$ cat config.mk
export PLATFORM = sky130hd
export DESIGN_NAME = byte_pulse_prog
export DESIGN_NICKNAME = d
export VERILOG_FILES = /design/src/rtl/bpp_pkg.sv /design/src/rtl/bpp_timer.sv /design/src/rtl/bpp_pulse_ctr.sv /design/src/rtl/byte_pulse_prog.sv
export SDC_FILE = /design/constraint.sdc
export NUM_CORES = 1
export LEC_CHECK = 0
export CORE_MARGIN = 2
export CORE_UTILIZATION = 30
export CTS_CLUSTER_DIAMETER = 50
export DETAILED_ROUTE_END_ITERATION = 10
export PLACE_DENSITY = 0.59
export SLEW_MARGIN = 40
export SYNTH_ARGS = -nofsm -noshare
export SYNTH_HDL_FRONTEND = slang
export SYNTH_SLANG_ARGS = --single-unit
$ cat constraint.sdc
create_clock -name clk -period 2.3 [get_ports clk]
set_clock_uncertainty 0.05 [all_clocks]
set_input_delay 0.23 -clock clk [delete_from_list [all_inputs] [get_ports clk]]
set_output_delay 0.23 -clock clk [all_outputs]
set_load 0.02 [all_outputs]
$ cat src/rtl/bpp_pkg.sv
package bpp_pkg;
    typedef enum logic [2:0] {
        ST_IDLE,
        ST_SETUP,
        ST_LOAD,
        ST_PULSE,
        ST_VCMD,
        ST_SETTLE,
        ST_READ,
        ST_FINISH
    } bpp_state_e;
endpackage

$ cat src/rtl/bpp_timer.sv
module bpp_timer #(
    parameter int W = 8
) (
    input  logic         clk,
    input  logic         rst_n,
    input  logic         load,
    input  logic [W-1:0] load_val,
    output logic         expired
);
    logic [W-1:0] cnt_d, cnt_q;

    always_comb begin
        cnt_d = cnt_q;
        if (load)
            cnt_d = load_val;
        else if (cnt_q != '0)
            cnt_d = cnt_q - 1'b1;
    end

    always_ff @(posedge clk or negedge rst_n) begin
        if (!rst_n) cnt_q <= '0;
        else        cnt_q <= cnt_d;
    end

    assign expired = (cnt_q == '0);
endmodule

$ cat src/rtl/bpp_pulse_ctr.sv
module bpp_pulse_ctr #(
    parameter int MAXP = 25,
    parameter int W    = 5
) (
    input  logic         clk,
    input  logic         rst_n,
    input  logic         clear,
    input  logic         inc,
    output logic [W-1:0] count,
    output logic         at_limit
);
    localparam logic [W-1:0] LIMIT = W'(MAXP);

    logic [W-1:0] cnt_d, cnt_q;

    always_comb begin
        cnt_d = cnt_q;
        if (clear)
            cnt_d = '0;
        else if (inc && cnt_q != LIMIT)
            cnt_d = cnt_q + 1'b1;
    end

    always_ff @(posedge clk or negedge rst_n) begin
        if (!rst_n) cnt_q <= '0;
        else        cnt_q <= cnt_d;
    end

    assign count    = cnt_q;
    assign at_limit = (cnt_q == LIMIT);
endmodule

$ cat src/rtl/byte_pulse_prog.sv
module byte_pulse_prog #(
    parameter int          AW         = 17,
    parameter int          MAX_PULSES = 25,
    parameter int          PULSE_CYC  = 2500,
    parameter int          SETTLE_CYC = 4,
    parameter logic [7:0]  CMD_SETUP  = 8'h40,
    parameter logic [7:0]  CMD_VERIFY = 8'hC0,
    parameter logic [7:0]  CMD_READ   = 8'h00,
    localparam int         CW         = $clog2(MAX_PULSES + 1)
) (
    input  logic          clk,
    input  logic          rst_n,
    input  logic          start,
    input  logic [AW-1:0] start_addr,
    input  logic [7:0]    start_data,
    output logic          done,
    output logic          pass,
    output logic [CW-1:0] pulses_used,
    output logic          vpp_en,
    output logic          dev_we,
    output logic          dev_re,
    output logic [AW-1:0] dev_addr,
    output logic [7:0]    dev_wdata,
    input  logic [7:0]    dev_rdata
);
    import bpp_pkg::*;

    localparam int TMAX = (PULSE_CYC > SETTLE_CYC) ? PULSE_CYC : SETTLE_CYC;
    localparam int TW   = $clog2(TMAX + 1);
    localparam logic [TW-1:0] PULSE_LD  = TW'(PULSE_CYC - 1);
    localparam logic [TW-1:0] SETTLE_LD = TW'(SETTLE_CYC - 1);

    typedef struct packed {
        bpp_state_e    state;
        logic [AW-1:0] addr;
        logic [7:0]    data;
        logic          done;
        logic          pass;
    } ctl_t;

    ctl_t s_d, s_q;

    logic          tmr_load;
    logic [TW-1:0] tmr_val;
    logic          tmr_exp;
    logic          ctr_clr;
    logic          ctr_inc;
    logic          ctr_lim;
    logic [CW-1:0] ctr_cnt;

    bpp_timer #(.W(TW)) u_timer (
        .clk      (clk),
        .rst_n    (rst_n),
        .load     (tmr_load),
        .load_val (tmr_val),
        .expired  (tmr_exp)
    );

    bpp_pulse_ctr #(.MAXP(MAX_PULSES), .W(CW)) u_ctr (
        .clk      (clk),
        .rst_n    (rst_n),
        .clear    (ctr_clr),
        .inc      (ctr_inc),
        .count    (ctr_cnt),
        .at_limit (ctr_lim)
    );

    always_comb begin
        s_d       = s_q;
        tmr_load  = 1'b0;
        tmr_val   = PULSE_LD;
        ctr_clr   = 1'b0;
        ctr_inc   = 1'b0;
        dev_we    = 1'b0;
        dev_re    = 1'b0;
        dev_wdata = CMD_READ;
        unique case (s_q.state)
            ST_IDLE: begin
                if (start) begin
                    s_d.addr  = start_addr;
                    s_d.data  = start_data;
                    s_d.done  = 1'b0;
                    s_d.pass  = 1'b0;
                    ctr_clr   = 1'b1;
                    s_d.state = ST_SETUP;
                end
            end
            ST_SETUP: begin
                dev_we    = 1'b1;
                dev_wdata = CMD_SETUP;
                s_d.state = ST_LOAD;
            end
            ST_LOAD: begin
                dev_we    = 1'b1;
                dev_wdata = s_q.data;
                ctr_inc   = 1'b1;
                tmr_load  = 1'b1;
                tmr_val   = PULSE_LD;
                s_d.state = ST_PULSE;
            end
            ST_PULSE: begin
                if (tmr_exp) s_d.state = ST_VCMD;
            end
            ST_VCMD: begin
                dev_we    = 1'b1;
                dev_wdata = CMD_VERIFY;
                tmr_load  = 1'b1;
                tmr_val   = SETTLE_LD;
                s_d.state = ST_SETTLE;
            end
            ST_SETTLE: begin
                if (tmr_exp) s_d.state = ST_READ;
            end
            ST_READ: begin
                dev_re = 1'b1;
                if (dev_rdata == s_q.data) begin
                    s_d.pass  = 1'b1;
                    s_d.state = ST_FINISH;
                end else if (ctr_lim) begin
                    s_d.state = ST_FINISH;
                end else begin
                    s_d.state = ST_SETUP;
                end
            end
            ST_FINISH: begin
                dev_we    = 1'b1;
                dev_wdata = CMD_READ;
                s_d.done  = 1'b1;
                s_d.state = ST_IDLE;
            end
            default: s_d.state = ST_IDLE;
        endcase
    end

    always_ff @(posedge clk or negedge rst_n) begin
        if (!rst_n) begin
            s_q.state <= ST_IDLE;
            s_q.addr  <= '0;
            s_q.data  <= '0;
            s_q.done  <= 1'b0;
            s_q.pass  <= 1'b0;
        end else begin
            s_q <= s_d;
        end
    end

    assign vpp_en      = (s_q.state != ST_IDLE);
    assign dev_addr    = s_q.addr;
    assign done        = s_q.done;
    assign pass        = s_q.pass;
    assign pulses_used = ctr_cnt;
endmodule

### Yosys cells after proc, flatten, opt, wreduce, memory -nomap -nowiden

Index checks and enable logic that the tools add are counted.

* bits in registers: 47
* latch bits: 0
* bits in writable memories: 0
* memory bits (read-only): 0
* bits of input ports: 36
* output and inout bits: 35
* word-level logic and storage cells: 59
* memories kept: 0

* add/sub/neg operators: 2
* multipliers: 0
* divide/modulo/power cells: 0
* magnitude comparators: 0
* equal/unequal tests: 14
* shift-type cells: 0
* muxes and demuxes: 21
* bitwise gates (word level): 0
* reduce and logical (&&, ||, !) cells: 15

Operators with widths (number)
* $mux W12: 3
* $mux W30: 1
* $pmux W3 S8: 1
* $pmux W8 S3: 1
* $eq A3 B3 Y1 const B: 4
* $logic_not A12 Y1: 1
* $mux W3: 4
* $reduce_bool A12 Y1: 1
* $sub A12 B1 Y12 const B: 1
* $mux W5: 2
* $eq A8 B8 Y1: 1
* $ne A2 B2 Y1 const B: 4
* $reduce_bool A2 Y1: 4
* $mux W1: 7
* $eq A3 B2 Y1 const B: 2
* $reduce_and A3 Y1: 2
* $add A5 B1 Y5 const B: 1
* $eq A5 B5 Y1 const B: 1
* $ne A5 B5 Y1 const B: 1
* $pmux W1 S2: 2
* $reduce_and A2 Y1: 2
* $reduce_or A4 Y1: 1
* $eq A3 B1 Y1 const B: 1
* $logic_not A3 Y1: 1
* 3 further kinds: 3

### Depth between registers and ports, before layout

* depth in word-level cells: 5
* mapped depth: 7

### Cells and area by module

From an unflattened synthesis, not the netlist that was laid out.

* cells, all modules: 231
* area total of the unflattened synthesis: 2630.0 um2

Modules (own cells, without submodules)
* byte_pulse_prog: times used 1, cells an instance 131, area each 1614.0 um2, seq. area each 750.7 um2
* bpp_timer: times used 1, cells an instance 72, area each 730.7 um2, seq. area each 300.3 um2
* bpp_pulse_ctr: times used 1, cells an instance 28, area each 285.3 um2, seq. area each 125.1 um2

### Worst setup path before layout

OpenSTA, ideal clock, no wires.

* path type: register to register
* start point: register u_timer.cnt_q[0]
* end point: register u_timer.cnt_q[8]
* library setup time: 0.130 ns
* arrival time: 1.666 ns
* path slack: 0.455 ns
* stages on the path, launching flop included: 7
* cell sequence: dfrtp_1 inv_1 ha_1 or3b_2 or3_1 mux2i_1 o21ai_1

* word-level cells in the longest chain between the ends: 3
* elaborated cells on any way between the ends: 5
* those cells by class: add/sub: 1; mux: 2; reduce/logical: 2

RTL lines
* start, declared: RTL line bpp_timer.sv:10 `logic [W-1:0] cnt_d, cnt_q;`
* start signal, assigned: RTL line bpp_timer.sv:22 `else cnt_q <= cnt_d;`
* $sub A12 B1 Y12: RTL line bpp_timer.sv:17 `cnt_d = cnt_q - 1'b1;`
* $mux W12: RTL line bpp_timer.sv:16 `else if (cnt_q != '0)`
* $mux W12: RTL line bpp_timer.sv:14 `if (load)`

Parallel ways exist; a longest one is shown, timed or not. The select of a mux whose other input is x is not followed.
A chain may end at the register's enable or synchronous reset.

### Worst setup path in the final report

* start point: register s_q[27] (netlist bit)
* end point: output port dev_wdata[0]

* word-level cells in the longest chain between the ends: 2
* elaborated cells on any way between the ends: 4
* those cells by class: eq/ne: 3; mux: 1

RTL lines
* start, declared: RTL line byte_pulse_prog.sv:41 `ctl_t s_d, s_q;`
* $eq A3 B3 Y1, or another cell as far along: RTL line byte_pulse_prog.sv:77 `unique case (s_q.state)`
* $pmux W8 S3 (*): RTL line byte_pulse_prog.sv:77
* end, declared: RTL line byte_pulse_prog.sv:23 `output logic [7:0] dev_wdata,`

Mark *: on every way between the ends. The rest lies on a longest branch, timed or not.

==> impl_metrics.ini <==
[status]
status = finished, violations left
violations = negative hold slack

[logic_synthesis]
synth_cell_type_count = 47
ys_seq_elements = 47
synth_area_leaders = dfrtp_1, mux2_2, buf_4, xor2_1, and2_1
synth.cell_area_mm2 = 0.00246
synth.most_common_cell = dfrtp_1
synth_common_cells = dfrtp_1, mux2_2, buf_4
synth_async_sr_flop_share_pct = 100
yosysSeqAreaShare_pct = 47.8
synth_top_area_cell = dfrtp_1
yosysWarnings = 0
synthCells = 225
ys.flop_type = dfrtp_1
synth_edf_count = 0
postSynthNetCount = 265
avgSynthCellArea_um2 = 10.9
synth_top_area_share_pct = 47.8

[layout]
drive_gt1_share_pct = 18.2
areaGrowthSynthToFinish_pct = 34.2
antenna_cells = 0
final_cells = 391
nets = 325

[critical_path]
path_delay_family = buffers and inverters
critPathMaxFanout = 11
required_ns = 2.02
rrSetupSlack_ns = 0.30
rr_endpoint = u_timer.cnt_q[8]
critical_path_buf_inv_count = 2
cp.arrival_ns = 1.93
cpMaxStageDelayCell = clkdlybuf4s50_1
cp-start-kind = flop
cp-end-kind = output pin
reg2reg_from = u_timer.cnt_q[0]
r2r_cells = 6
cp_cell_sequence = nor3b_1, buf_4, and2_1, clkdlybuf4s50_1
max_stage_delay_ns = 0.61
path_class = reg2out

[global_route]
grt_pass1_vias = 1869
grt_overflow_total = 0
antenna_found_initial = 0
grt_pass1_wl_mm = 9.16
gr-max-usage-layer = met2
met3_usage_pct = 3.75
met1_usage_pct = 17.0
grt_max_degree = 48
grt_usage_pct = 13.1
use_met2_pct = 21.2

[sta]
relSlewSlack_pct = 57.8
rsz0062_at_grt = false
max_freq_mhz = 453
finalCritPeriodShare_pct = 95.9
slew_violations = 0
fin_crit_ns = 2.21
fin_setup_tns_ns = 0
finalSetupViolCount = 0
hold_viol = 47
tightestPinTransition_ns = 0.628
whs_ns = -0.0287

[power]
peakVddDrop_mv = 0.272
powerDensity_mw_per_mm2 = 771
p_leak_nw = 1.38

[cts]
holdBufCountCts = 0
cts_inserted_buffers = 5
cts_max_path_buffers = 2
worstSkewPairLatency_ns = 0.30
cts-root-buf = clkbuf_8
clock-sinks = 47
clkTransAtPathRegs_ns = 0.08
cts_tree = yes
htree_levels = 2

[detailed_routing]
ant_nets = 0
via_per_inst = 4.74
drcViolationCount = 0
wl_per_cell_um = 13.8
totalWireLength_mm = 5.40
dr.pass1.iters = 4
drt-initial-drc-count = 86
vias = 1855

[floorplanning]
initial_core_util_pct = 30.4
pin_count = 71
core.rowCount = 33
die-area_mm2 = 0.00894
die_h_um = 94.6
core_area_mm2 = 0.00809
die_w_um = 94.6

[min_path]
hold_path.class = in2async

[placement]
place_inst = 382
dpl.hpwl_mm = 3.83
gp_congestion = 0.772
portBuffers = 70

[run]
maxCapViolations = 0
-- sequential cells by signal (all words and copies together) (netlist names) --
signal / flops
s_q: 11
pass: 1
u_timer.cnt_q: 12
u_ctr.count: 5
done: 1
dev_addr: 17
-- layer usage --
| layer | up-vias | share of wire (%) | wire length, µm |
|---|---|---|---|
| met4 | 0 | 1.4 | 76 |
| met3 | 7 | 5.8 | 313 |
| met5 | - | 0 | 0 |
| met1 | 911 | 46 | 2460 |
| li1 | 885 | - | - |
| met2 | 52 | 47 | 2550 |
-- how the worst max path moves through the flow --
| stage | from | endpoint | slack (ns) | cells past startpoint |
|---|---|---|---|---|
| after global placement | s_q[27] | dev_wdata[6] | 0.34 | 4 |
| after global routing | s_q[27] | dev_wdata[4] | 0.004 | 4 |
| after CTS | s_q[27] | dev_wdata[5] | 0.02 | 4 |
| final | s_q[27] | dev_wdata[0] | 0.09 | 4 |
| after floorplan | u_timer.cnt_q[0] | u_timer.cnt_q[8] | 0.45 | 6 |
| after detailed placement | s_q[28] | dev_wdata[6] | 0.29 | 4 |
-- logic make-up (layout without fill, tap and decap cells) --
logic type	count (synthesis)	after routing	share of synthesized area (%)
AOI/OAI and AO/OA	28	28	7.12
xor gates and xnor gates	16	16	5.70
adders and majority gates	4	4	2.03
buffers and inverters	32	93	7.68
muxes	28	28	12.7
and+or+nand+nor	70	70	17.0
DFF	47	47	47.8
-- timing repair --
item                                    4_1_cts  5_1_grt
buffers inserted                              0        1
resized for setup                             2        6
endpoints found under the hold margin         0        0
endpoints found under the setup margin        1       10
pin swaps                                     0        0
-- worst reg2reg max path, delay by kind of cell, from the launching register on --
| kind | cells | cell delay [ns] |
|---|---|---|
| buffers and inverters | 1 | 0.12 |
| AND/OR/NAND/NOR | 2 | 0.88 |
| flip-flops | 1 | 0.40 |
| multiplexers | 1 | 0.16 |
| adder cells (fa/ha/maj) | 1 | 0.20 |
| AO/OA/AOI/OAI | 1 | 0.08 |
-- placed cells by master, fill, tap and decap left out, types with 5 or more instances in the layout --
cell             instances
nand3_1                  5
mux2_2                  24
o21ai_0                  5
clkbuf_8                 5
a21oi_1                  9
inv_1                    7
clkdlybuf4s50_1         66
nor2_1                  12
and2_1                   8
nand2_1                 11
xor2_1                  12
dfrtp_1                 45
buf_4                    7
-- final cells by class --
type | instances | area, µm²
clock buffer | 7 | 76.3
fill | 825 | 4790
clock inverter | 1 | 5.00
timing repair buffer | 78 | 776
sequential | 47 | 1180
multi-input combinational | 146 | 1110
inverter | 7 | 26.3
tap | 105 | 131
-- power breakdown --
group	leakage (nW)	total [mW]	switching [mW]	internal, mW
clock	0.0422	0.487	0.273	0.214
sequential	0.566	1.22	0.205	1.02
combinational	0.775	0.837	0.395	0.442
-- metrics by stage --
stage               setup WS [ns]  power [mW]  util [%]  instance area (µm²)
detailed placement          0.294        2.08      39.5                 3200
CTS                        0.0151        2.59      40.6                 3280
finish                     0.0934        2.55      40.8                 3300
floorplan                   0.455        1.78         -                 2460
global route              0.00395        2.74      40.8                 3300
global placement            0.344        2.06      39.5                 3200
Power figures use the tool's default switching activity.
